<file path="src/rtl/hilo_pkg.sv">
package hilo_pkg;

    localparam int unsigned XLEN = 32;

    typedef enum logic [1:0] {
        OP_MUL_S = 2'b00,
        OP_MUL_U = 2'b01,
        OP_DIV_S = 2'b10,
        OP_DIV_U = 2'b11
    } mdu_op_e;

    // Per-operation context captured when a start is accepted
    typedef struct packed {
        logic is_div;   // divide datapath selected
        logic neg_lo;   // negate low result (quotient / product)
        logic neg_hi;   // negate high result (remainder)
        logic dz;       // divisor was zero
    } mdu_job_t;

endpackage

</file>
<file path="src/rtl/hilo_mul_step.sv">
module hilo_mul_step #(
    parameter int W = 32
) (
    input  logic [2*W-1:0] acc,
    input  logic [W-1:0]   mcand,
    output logic [2*W-1:0] nxt
);
    logic [W:0] sum;

    always_comb begin
        sum = {1'b0, acc[2*W-1:W]} + (acc[0] ? {1'b0, mcand} : '0);
        nxt = {sum, acc[W-1:1]};
    end
endmodule

</file>
<file path="src/rtl/hilo_div_step.sv">
module hilo_div_step #(
    parameter int W = 32
) (
    input  logic [2*W-1:0] acc,
    input  logic [W-1:0]   dvsr,
    output logic [2*W-1:0] nxt
);
    logic [W:0] shifted;
    logic [W:0] diff;
    logic       fits;

    always_comb begin
        shifted = {acc[2*W-1:W], acc[W-1]};
        diff    = shifted - {1'b0, dvsr};
        fits    = ~diff[W];
        if (fits) nxt = {diff[W-1:0],    acc[W-2:0], 1'b1};
        else      nxt = {shifted[W-1:0], acc[W-2:0], 1'b0};
    end
endmodule

</file>
<file path="src/rtl/hilo_mdu.sv">
module hilo_mdu
    import hilo_pkg::*;
#(
    parameter int W = hilo_pkg::XLEN
) (
    input  logic         clk,
    input  logic         rst,
    input  logic         start,
    input  logic [1:0]   op,
    input  logic [W-1:0] src_a,
    input  logic [W-1:0] src_b,
    input  logic         wr_hi,
    input  logic         wr_lo,
    input  logic [W-1:0] wr_data,
    input  logic         rd_req,
    input  logic         rd_sel,
    output logic         busy,
    output logic         rd_valid,
    output logic [W-1:0] rd_data
);
    localparam int CW = $clog2(W);
    localparam logic [CW-1:0] LAST = CW'(W - 1);

    logic             busy_q;
    logic [CW-1:0]    cnt_q;
    logic [2*W-1:0]   acc_q;
    logic [W-1:0]     opnd_q;
    logic [W-1:0]     dvd_q;
    mdu_job_t         job_q;
    logic [W-1:0]     hi_q, lo_q;

    mdu_op_e          op_e;
    logic             accept, sgn, a_neg, b_neg, is_div;
    logic [W-1:0]     a_mag, b_mag;
    mdu_job_t         job_d;
    logic [2*W-1:0]   acc_init;
    logic [W-1:0]     opnd_init;

    logic [2*W-1:0]   mul_nxt, div_nxt, step_nxt, prod;
    logic [W-1:0]     res_hi, res_lo;

    // Operand preparation: magnitudes and sign bookkeeping
    always_comb begin
        op_e   = mdu_op_e'(op);
        accept = start & ~busy_q;
        is_div = (op_e == OP_DIV_S) || (op_e == OP_DIV_U);
        sgn    = (op_e == OP_MUL_S) || (op_e == OP_DIV_S);
        a_neg  = sgn & src_a[W-1];
        b_neg  = sgn & src_b[W-1];
        a_mag  = a_neg ? -src_a : src_a;
        b_mag  = b_neg ? -src_b : src_b;

        job_d.is_div = is_div;
        job_d.neg_lo = a_neg ^ b_neg;
        job_d.neg_hi = is_div ? a_neg : (a_neg ^ b_neg);
        job_d.dz     = is_div && (src_b == '0);

        if (is_div) begin
            acc_init  = {{W{1'b0}}, a_mag};
            opnd_init = b_mag;
        end else begin
            acc_init  = {{W{1'b0}}, b_mag};
            opnd_init = a_mag;
        end
    end

    hilo_mul_step #(.W(W)) u_mul (.acc(acc_q), .mcand(opnd_q), .nxt(mul_nxt));
    hilo_div_step #(.W(W)) u_div (.acc(acc_q), .dvsr(opnd_q),  .nxt(div_nxt));

    // Result shaping applied on the final iteration
    always_comb begin
        step_nxt = job_q.is_div ? div_nxt : mul_nxt;
        prod     = job_q.neg_lo ? -step_nxt : step_nxt;
        if (!job_q.is_div) begin
            res_hi = prod[2*W-1:W];
            res_lo = prod[W-1:0];
        end else if (job_q.dz) begin
            res_hi = dvd_q;
            res_lo = '1;
        end else begin
            res_hi = job_q.neg_hi ? -step_nxt[2*W-1:W] : step_nxt[2*W-1:W];
            res_lo = job_q.neg_lo ? -step_nxt[W-1:0]   : step_nxt[W-1:0];
        end
    end

    // Sequencer
    always_ff @(posedge clk) begin
        if (rst) begin
            busy_q <= 1'b0;
            cnt_q  <= '0;
            acc_q  <= '0;
            opnd_q <= '0;
            dvd_q  <= '0;
            job_q  <= '0;
        end else if (accept) begin
            busy_q <= 1'b1;
            cnt_q  <= '0;
            acc_q  <= acc_init;
            opnd_q <= opnd_init;
            dvd_q  <= src_a;
            job_q  <= job_d;
        end else if (busy_q) begin
            acc_q <= step_nxt;
            cnt_q <= cnt_q + 1'b1;
            if (cnt_q == LAST) busy_q <= 1'b0;
        end
    end

    // Result register pair
    always_ff @(posedge clk) begin
        if (rst) begin
            hi_q <= '0;
            lo_q <= '0;
        end else if (busy_q) begin
            if (cnt_q == LAST) begin
                hi_q <= res_hi;
                lo_q <= res_lo;
            end
        end else begin
            if (wr_hi) hi_q <= wr_data;
            if (wr_lo) lo_q <= wr_data;
        end
    end

    assign busy     = busy_q;
    assign rd_valid = rd_req & ~busy_q;
    assign rd_data  = rd_sel ? hi_q : lo_q;

    // Checks
    assert_accept_busy_R6: assert property (@(posedge clk) disable iff (rst)
        (start && !busy_q) |=> busy_q);

    assert_done_count_R6: assert property (@(posedge clk) disable iff (rst)
        $fell(busy_q) |-> ($past(cnt_q) == LAST));

    assert_start_ignored_R7: assert property (@(posedge clk) disable iff (rst)
        (busy_q && start && cnt_q != LAST) |=> busy_q);

    assert_regs_hold_R9: assert property (@(posedge clk) disable iff (rst)
        (busy_q && $past(busy_q)) |-> ($stable(hi_q) && $stable(lo_q)));

    assert_zero_div_R5: assert property (@(posedge clk) disable iff (rst)
        ($fell(busy_q) && $past(job_q.dz)) |-> (lo_q == '1 && hi_q == $past(dvd_q)));

endmodule

</file>
<file path="config.mk">
export PLATFORM = sky130hd
export DESIGN_NAME = hilo_mdu
export DESIGN_NICKNAME = d
export VERILOG_FILES = /design/src/rtl/hilo_pkg.sv /design/src/rtl/hilo_mul_step.sv /design/src/rtl/hilo_div_step.sv /design/src/rtl/hilo_mdu.sv
export SDC_FILE = /design/constraint.sdc
export NUM_CORES = 1
export LEC_CHECK = 0
export BUFFER_PORTS_ARGS = -buffer_cell sky130_fd_sc_hd__buf_2
export CELL_PAD_IN_SITES_DETAIL_PLACEMENT = 0
export CELL_PAD_IN_SITES_GLOBAL_PLACEMENT = 2
export CORE_UTILIZATION = 36
export CTS_BUF_LIST = sky130_fd_sc_hd__clkbuf_4
export DETAILED_ROUTE_END_ITERATION = 7
export GPL_TIMING_DRIVEN = 0
export PLACE_DENSITY = 0.83
export SYNTH_ARGS = -nofsm -noshare
export SYNTH_HDL_FRONTEND = slang
export SYNTH_SLANG_ARGS = --single-unit
</file>
<file path="constraint.sdc">
create_clock -name clk -period 7 [get_ports clk]
set_input_delay 0.7 -clock clk [delete_from_list [all_inputs] [get_ports clk]]
set_output_delay 0.7 -clock clk [all_outputs]
set_load 0.1 [all_outputs]
</file>
; ---- Word-level counts from Yosys, hierarchy flattened
; Index checks and enable logic that the tools add are counted.
; W data, S select, Z words.
[totals]
ff_bits = 202
output_inout_bits = 34
in_bits = 105
[op_classes]
add_sub_neg = 8
reduce_logical = 11
n_eq_ne = 4
n_bitwise = 6
muxes = 27
[ops]
columns = operator, n
row1 = $mux W32, 18
row2 = $mux W64, 5
row3 = $neg A32 Y32, 4
row4 = $neg A64 Y64, 1
row5 = $add A32 B33 Y33, 1
row6 = $sub A33 B32 Y33, 1
row7 = $logic_not A32 Y1, 1
row8 = $reduce_bool A2 Y1, 3
row9 = $add A5 B1 Y5 const B, 1
row10 = $eq A5 B5 Y1 const B, 1
row11 = $and A1 B1 Y1, 4
row12 = $eq A2 B2 Y1 const B, 2
row13 = $mux W1, 4
row14 = $reduce_and A2 Y1, 2
row15 = $logic_not A2 Y1, 1
row16 = $logic_or A1 B1 Y1, 2
row17 = $ne A2 B1 Y1 const B, 1
row18 = $reduce_or A2 Y1, 1
row19 = $logic_and A1 B1 Y1, 1
row20 = $not A1 Y1, 1
row21 = $xor A1 B1 Y1, 1

; ---- Longest topological paths before layout
; Gate-level depths: netlist of run 1.
[logic_depth]
word_depth = 9
ltp_mapped = 26

; ---- Cells and area by module
; Synthesis of run 1 repeated with hierarchy kept, for this count alone.
[unflattened]
hier_cells = 2532
hier_area_um2 = 19160.9
[modules_own_cells]
columns = mod, seq_area_each_um2, n_inst, area_per_inst_um2, cells_per_inst
row1 = hilo_mdu, 4043.9, 1, 14382.5, 1901
row2 = hilo_div_step, 0.0, 1, 2591.2, 336
row3 = hilo_mul_step, 0.0, 1, 2187.1, 295

; ---- Worst setup path after synthesis of run 1
; Ideal clock, no wire load.
[synth_path]
path_kind = reg2reg
startpoint = reg acc_q[31]
endpoint = reg hi_q[30]
path_slack_ns = 1.965
setup_ns = 0.135
arrival_ns = 4.901
period_less_slack_ns = 5.035
path_stages_with_launch = 27
path_cell_list = dfxtp_1 -> inv_1 -> ha_1 -> inv_1 -> fa_1 -> a211oi_1 -> o211ai_2 -> nand2_2 -> a211oi_4 -> nor3_2 -> buf_2 -> buf_2 -> nor2_2 -> nand2_1 -> a31oi_1 -> inv_1 -> ha_1 -> nand2_1 -> a311o_1 -> or3_1 -> clkbuf_1 -> or3_1 -> clkbuf_1 -> o31ai_1 -> xnor2_1 -> a221oi_1 -> a211oi_1
[synth_between]
elab_chain_cells = 9
elab_cells_between_ends = 11
cone_classes = add/sub (3) / mux (8)
[synth_lines]
columns = element, line
row1 = start: declaration, hilo_mdu.sv:26  ; logic [2*W-1:0] acc_q;
row2 = start signal: assignment, hilo_mdu.sv:98  ; acc_q <= acc_init;
row3 = start signal: assignment, hilo_mdu.sv:103  ; acc_q <= step_nxt;
row4 = $sub A33 B32 Y33, hilo_div_step.sv:14  ; diff = shifted - {1'b0, dvsr};
row5 = $mux W64, hilo_div_step.sv:16  ; if (fits) nxt = {diff[W-1:0], acc[W-2:0], 1'b1};
row6 = $mux W64 *, hilo_mdu.sv:72  ; step_nxt = job_q.is_div ? div_nxt : mul_nxt;
row7 = $neg A32 Y32, hilo_mdu.sv:81  ; res_hi = job_q.neg_hi ? -step_nxt[2*W-1:W] : step_nxt[2*W-1:W];
row8 = $mux W32, hilo_mdu.sv:81
row9 = $mux W32, hilo_mdu.sv:77  ; end else if (job_q.dz) begin
row10 = $mux W32 *, hilo_mdu.sv:74  ; if (!job_q.is_div) begin
row11 = $mux W32 *, hilo_mdu.sv:115  ; if (cnt_q == LAST) begin
row12 = $mux W32 *, hilo_mdu.sv:114  ; end else if (busy_q) begin
row13 = end signal: assignment, hilo_mdu.sv:116  ; hi_q <= res_hi;
row14 = end signal: assignment, hilo_mdu.sv:120  ; if (wr_hi) hi_q <= wr_data;
row15 = end: declaration, hilo_mdu.sv:30  ; logic [W-1:0] hi_q, lo_q;
; Mark *: on every way between the ends. The rest lies on a longest branch, timed or not. The select of a mux whose other input is x is not followed.
; A chain may end at the register's enable or synchronous reset.

; ---- Final worst setup path of run 1
[layout_path]
startpoint = reg job_q[3] in the netlist's numbering
endpoint = reg hi_q[30]
[layout_between]
elab_chain_cells = 7
elab_cells_between_ends = 9
cone_classes = add/sub (2) / mux (7)
[layout_lines]
columns = element, line
row1 = start: declaration, hilo_mdu.sv:29  ; mdu_job_t job_q;
row2 = start signal: assignment, hilo_mdu.sv:101  ; job_q <= job_d;
row3 = $mux W64, hilo_mdu.sv:72
row4 = $neg A32 Y32, hilo_mdu.sv:81
row5 = $mux W32, hilo_mdu.sv:81
row6 = $mux W32, hilo_mdu.sv:77
row7 = $mux W32 *, hilo_mdu.sv:74
row8 = $mux W32 *, hilo_mdu.sv:115
row9 = $mux W32 *, hilo_mdu.sv:114
; Marks and branches as above.

==> flow_summary.json, run 1 <==
{
  "crit_top_cell": "buf_2",
  "synthSimpleGateAreaFrac": 0.2345,
  "yosysMostFrequentCell": "nand2_1",
  "rrSetupSlack_ns": 0.27,
  "synth_seq_area_share": 0.2143,
  "grt_pass1_wl_mm": 146.1,
  "max_stage_delay_ns": 0.59,
  "grt_max_degree": 20,
  "rsz0062_at_grt": "false",
  "cts_root_buffer": "clkbuf_4",
  "crit_fanout": 19,
  "reg2regPathDepth": 19,
  "required_ns": 7.66,
  "antenna_found_initial": 1,
  "synth_commonest_cells": "nand2_1 (316), a21oi_1 (280), nor2_1 (262), dfxtp_1 (202), o21ai_0 (156)",
  "crit_chain": "buf_2 > buf_2 > buf_2 > buf_2 > buf_2 > buf_2 > a31oi_1 > inv_1 > ha_1 > nand2_1 > a311o_1 > or3_1 > clkbuf_1 > or3_1 > clkbuf_1 > o31ai_1 > xnor2_1 > a221oi_1 > a211oi_1",
  "viasPerCell": 6.277,
  "synth_ff_type": "dfxtp_1",
  "clkPwrFrac": 0.277,
  "tightest_slew_ns": 1.214,
  "synth_top_family_by_area": "compound AO/OA/AOI/OAI gates",
  "slowest_stage": "buf_2",
  "hold_start": "src_a[14]",
  "maxCapViolCount": 0,
  "hold_viol_final": 0,
  "cts_buffer_depth": 3,
  "dp.final_hpwl_mm": 84.57,
  "synth_cell_types": 109,
  "cts_hold_buf": 0,
  "setup_viol": 0,
  "worst_setup_path_start_kind": "register",
  "p_switching_w": 0.001834,
  "slew_headroom": 0.1829,
  "track_usage": 0.3779,
  "worstHoldPathType": "in2reg",
  "p_sw_frac": 0.4496,
  "fin_crit_ns": 6.729,
  "dp.cells": 3460,
  "setup_tns_ns": 0,
  "portBuffers": 136,
  "die_y_um": 231.0,
  "ys_ff_latch": 202,
  "die-area_um2": 53340,
  "whs_endpoint": "dvd_q[14]",
  "p_per_area_nw_per_um2": 192.9,
  "clk_pin_slew_ns": 0.07,
  "yosysTopAreaCellShare": 0.2143,
  "period_share": 0.9613,
  "leakage_nw": 8.336,
  "seqPwrFrac": 0.324,
  "fmax_mhz": 148.6,
  "critPathArrivalTime_ns": 7.39,
  "wl_per_cell_um": 28.86,
  "initial_utilization": 0.3664,
  "syn_nets": 2821,
  "status": "finished clean",
  "io_pins": 139,
  "slew_viol_final": 0,
  "worstSetupPathType": "reg2reg",
  "fin_area_um2": 21150,
  "synthArstFlopShare": 0,
  "placed_area_um2": 20410,
  "coreArea_um2": 51510,
  "place_congestion": 1.065,
  "clock_sinks": 202,
  "clk_latency_ns": 0.85,
  "drc": 0,
  "routed_wl_mm": 102.9,
  "irDropWorstVdd_uv": 143.2,
  "synth_area_leader_cell": "dfxtp_1",
  "grt-ovfl-total": 0,
  "synthMuxAreaShare": 0.05145,
  "die_x_um": 231.0,
  "cts_buffers": 58,
  "p_comb_frac": 0.398,
  "synth_cells": 2644,
  "synth-compound-area-share": 0.3135,
  "syn_area_um2": 18870,
  "r2r-start": "job_q[3]",
  "fin_skew_ns": 0.08708,
  "placementRows": 83,
  "synth_edf_count": 0,
  "grt_pass1_vias": 21220,
  "ys_top_cells_by_area": "dfxtp_1 (21%), a21oi_1 (7.4%), nand2_1 (6.3%)",
  "critPathCaptureType": "register",
  "yosys.area_share.adder": 0.04853,
  "nNetsFinal": 3018,
  "syn_avg_cell_area_um2": 7.138,
  "first_pass_iters": 6,
  "holdPathStages": 3,
  "synth_xor_area_frac": 0.08029,
  "timing.rr.end": "hi_q[30]",
  "drt_iter0_markers": 2497,
  "drtAntennaViolNets": 0,
  "fin_cells": 3564,
  "htreeDepth": 2,
  "final_layout_size_suffix_gt1_frac": 0.1315,
  "synth_warnings": 0,
  "internal_power_w": 0.002246,
  "vias": 22370,
  "area_growth_pct": 12.07,
  "cts_tree": "yes"
}
==> repair_timing <==
action / in CTS / in global routing
setup buffers: 0 / 2
gates resized for setup: 0 / 2
cloned: 0 / 0
endpoints found under the setup margin: 3 / 6
pin swaps: 0 / 1
==> worst max-delay path by stage <==
| stage | startpoint | to | slack (ns) |
|---|---|---|---|
| 2_1_floorplan | acc_q[31] | hi_q[30] | 1.96 |
| 3_3_place_gp | job_q[3] | hi_q[30] | -0.08 |
| 3_5_place_dp | job_q[3] | hi_q[30] | -0.04 |
| 4_1_cts | acc_q[31] | hi_q[30] | 0.07 |
| 5_1_grt | acc_q[31] | hi_q[30] | 0.03 |
| 6_report | job_q[3] | hi_q[30] | 0.27 |
==> worst max-delay path, delay by kind of cell (launching register included) <==
kind	cells	cell delay, ns
buffers and inverters	9	3.28
AOI/OAI and AO/OA	5	1.40
and+or+nand+nor	3	0.88
DFF	1	0.56
adders and majority gates	1	0.27
xor gates and xnor gates	1	0.11
==> per-layer routing <==
| layer | up-vias | wire (um) | GRT usage |
|---|---|---|---|
| met1 | 10850 | 42500 | 0.4877 |
| met3 | 226 | 10060 | 0.09103 |
| met2 | 1186 | 44800 | 0.5827 |
| met4 | 0 | 5512 | 0.1916 |
| met5 | - | 0 | 0 |
| li1 | 10110 | - | - |
==> registers in the layout (all words and copies together), names as in the netlist <==
name	cells
busy	1
acc_q	64
cnt_q	5
dvd_q	32
lo_q	32
hi_q	32
job_q	4
opnd_q	32
==> final cells by class <==
class / count / area, um^2
Fill cell: 5636 / 30360
Timing Repair Buffer: 138 / 695.7
Tap cell: 680 / 850.8
Clock inverter: 19 / 96.34
Multi-Input combinational cell: 2172 / 13760
Antenna cell: 1 / 2.502
Inverter: 76 / 285.3
Buffer: 193 / 797.0
Sequential cell: 202 / 4044
Clock buffer: 83 / 623.1
==> metrics by stage <==
step | hold WS, ns | setup WS, ns | util | total power [W]
6_report | 0.1338 | 0.2708 | 0.4106 | 0.004080
4_1_cts | 0.07364 | 0.06871 | 0.4101 | 0.004028
3_5_place_dp | 0.4432 | -0.03633 | 0.3962 | 0.002908
5_1_grt | 0.1182 | 0.03306 | 0.4106 | 0.004229
2_1_floorplan | 0.4196 | 1.965 | - | 0.002309
3_3_place_gp | 0.4360 | -0.07741 | 0.3961 | 0.002903
==> power by group through the flow <==
stage / clock [W] / sequential, W / combinational [W]
5_1_grt: 0.00119 / 0.00133 / 0.00171
2_1_floorplan: 0 / 0.00129 / 0.00102
6_report: 0.00113 / 0.00132 / 0.00162
3_3_place_gp: 0 / 0.00134 / 0.00156
4_1_cts: 0.00114 / 0.00132 / 0.00157
3_5_place_dp: 0 / 0.00134 / 0.00157
==> kinds of logic (layout without fill, tap and decap cells) <==
logic type / Yosys count / count (layout)
AO/OA/AOI/OAI: 895 / 895
XOR/XNOR: 173 / 173
adder cells (fa/ha/maj): 72 / 72
buffers and inverters: 270 / 509
flip-flops: 202 / 202
multiplexers: 91 / 91
other: 0 / 1
AND/OR/NAND/NOR: 941 / 941
==> layout by cell type, fill, tap and decap left out, types with 73 or more instances in the layout <==
cell / instances
xnor2_1: 98
a21oi_1: 280
a211oi_1: 111
dfxtp_1: 202
clkbuf_4: 84
clkbuf_1: 138
xor2_1: 75
nor2_1: 262
inv_1: 73
o21ai_0: 156
buf_2: 165
nand2_1: 316
Power figures use the tool's default switching activity.
==> run 2, diff against run 1 <==
- CTS_BUF_LIST: sky130_fd_sc_hd__clkbuf_4 -> sky130_fd_sc_hd__clkbuf_2
- PLACE_DENSITY: 0.83 -> 0.84
==> run 2 against run 1 <==
The run now ends with DRC left. Non-clock buffer count is 43 higher. Final area is 0.99% higher. Routed wire length is 0.35% higher. Combinational power hardly changed. Clock power is 21% lower. Clock skew is 0.10 ns higher. Hold slack worse by 0.084 ns. Global-route usage is 0.17 points higher. Clock-buffer cell count is 2 higher. Sequential share of layout area is 0.19 points lower. Sequential power hardly changed. Largest power group unchanged.
==> flow_summary.json, run 2 (synthesized netlist as in run 1, its figures left out) <==
{
  "hold_start": "wr_data[4]",
  "fin_area_um2": 21360,
  "leakage_nw": 8.463,
  "vias": 22650,
  "worst_setup_path_start_kind": "register",
  "placementRows": 83,
  "io_pins": 139,
  "critPathCaptureType": "register",
  "layout_common_cells": "nand2_1 (316), a21oi_1 (280), nor2_1 (262)",
  "portBuffers": 136,
  "crit_fanout": 19,
  "irDropWorstVdd_uv": 119.1,
  "fmax_mhz": 146.4,
  "clk_pin_slew_ns": 0.10,
  "viasPerCell": 6.284,
  "grt_pass1_vias": 21380,
  "placed_area_um2": 20420,
  "largest_reg_flops": 64,
  "first_pass_iters": 8,
  "dpl_worst_slack_ns": -0.1024,
  "coreArea_um2": 51510,
  "maxCapViolCount": 0,
  "setup_ws_ns": 0.1707,
  "timing.rr.end": "hi_q[30]",
  "crit_buf_inv": 9,
  "critPathArrivalTime_ns": 7.69,
  "setup_viol": 0,
  "n_fill_cell": 5625,
  "place_congestion": 1.005,
  "nNetsFinal": 3060,
  "fin_skew_ns": 0.1883,
  "period_share": 0.9756,
  "crit_chain": "buf_2 > buf_2 > buf_2 > buf_2 > buf_2 > buf_2 > a31oi_1 > inv_1 > ha_1 > nand2_1 > a311o_1 > or3_1 > clkbuf_1 > or3_1 > clkbuf_1 > o31ai_1 > xnor2_1 > a221oi_1 > a211oi_1",
  "startpoint": "job_q[3]",
  "rrSetupSlack_ns": 0.17,
  "htreeDepth": 2,
  "clock_sinks": 202,
  "grt_max_degree": 20,
  "die_x_um": 231.0,
  "worstSetupPathType": "reg2reg",
  "r2r-start": "job_q[3]",
  "drtAntennaViolNets": 0,
  "drt_iter0_markers": 2765,
  "dp.final_hpwl_mm": 84.47,
  "required_ns": 7.86,
  "reg2regPathDepth": 19,
  "tightest_slew_ns": 1.324,
  "whs_endpoint": "hi_q[4]",
  "largest-register": "acc_q",
  "slowest_stage": "buf_2",
  "area_growth_pct": 13.19,
  "die-area_um2": 53340,
  "wl_per_cell_um": 28.64,
  "crit_family": "buffers and inverters",
  "rsz0062_at_grt": "false",
  "initial_utilization": 0.3664,
  "cts_tree": "yes",
  "slew_viol_final": 0,
  "grt_pass1_wl_mm": 147.2,
  "slew_headroom": 0.1119,
  "p_per_area_nw_per_um2": 180.1,
  "drc": 2,
  "fin_crit_ns": 6.829,
  "status": "finished with violations",
  "grt-ovfl-total": 0,
  "holdPathStages": 4,
  "max_stage_delay_ns": 0.60,
  "cts_root_buffer": "clkbuf_2",
  "clk_latency_ns": 1.12,
  "hold_viol_final": 0,
  "die_y_um": 231.0,
  "worstHoldPathType": "in2reg",
  "routed_wl_mm": 103.2,
  "final_layout_size_suffix_gt1_frac": 0.1291,
  "track_usage": 0.3796,
  "crit_top_cell": "buf_2",
  "violations": "DRC",
  "cts_buffers": 57,
  "cts_buffer_depth": 3,
  "final_common_cell": "nand2_1",
  "antenna_found_initial": 3
}
run 2: cell types whose count changed in the layout (fill, tap and decap cells not counted), moves of 2 or more:
cell / delta
clkinv_1: -3
clkbuf_4: -83
clkbuf_2: +85
diode_2: +2
dlygate4sd3_1: +44
clkinv_2: -4
run 2: cell type report:
type | count | area [um^2] | area share
Antenna cell | 3 | 7.507 | 0.0003515
Multi-Input combinational cell | 2172 | 13760 | 0.6442
Buffer | 193 | 797.0 | 0.03731
Sequential cell | 202 | 4044 | 0.1893
Clock inverter | 12 | 61.31 | 0.002870
Clock buffer | 85 | 425.4 | 0.01992
Timing Repair Buffer | 181 | 1129 | 0.05283
Inverter | 76 | 285.3 | 0.01336
Tap cell | 680 | 850.8 | 0.03983
run 2: metrics by stage:
stage	TNS, ns	instances	util	hold slack [ns]	power, W
2_1_floorplan	0	2644	-	0.4196	0.002309
3_3_place_gp	-0.07343	3460	0.3961	0.4358	0.002895
3_5_place_dp	-0.1024	3461	0.3964	0.4419	0.002898
4_1_cts	0	3601	0.4143	0.0002534	0.003796
5_1_grt	0	3602	0.4146	0.03096	0.003996
6_report	0	3604	0.4147	0.04939	0.003848
run 2: how the worst max path moves through the flow:
stage	depth (start not counted)	slack, ns	endpoint
after floorplan	26	1.96	hi_q[30]
after global placement	20	-0.07	hi_q[30]
after detailed placement	20	-0.10	hi_q[30]
after CTS	26	0.14	hi_q[30]
after global routing	26	0.04	hi_q[30]
final	19	0.17	hi_q[30]
run 2: timing repair:
action | in CTS | in global routing
hold buffers | 44 | 0
gates resized for setup | 0 | 3
setup endpoints to repair | 4 | 6
hold endpoints to repair | 48 | 0
setup buffers | 0 | 0
pin swaps | 0 | 1
run 2: metal layers:
metal	routed length (um)	up-vias	share of wire	global-route usage
li1	-	10190	-	-
met1	43250	10980	0.42	0.5005
met2	44450	1231	0.43	0.5814
met3	9826	246	0.095	0.07992
met4	5701	0	0.055	0.1912
met5	0	-	0	0
run 2: where the power goes:
group | switching (W) | total [W] | internal (W)
clock network | 0.000568 | 0.000893 | 0.000326
logic | 0.00115 | 0.00164 | 0.000485
registers | 0.0000958 | 0.00132 | 0.00122
run 2: worst min-delay path, cell delays in order:
cell	delay, ns
buf_2	0.10
nor2_1	0.14
a21o_1	0.11
a211oi_1	0.07
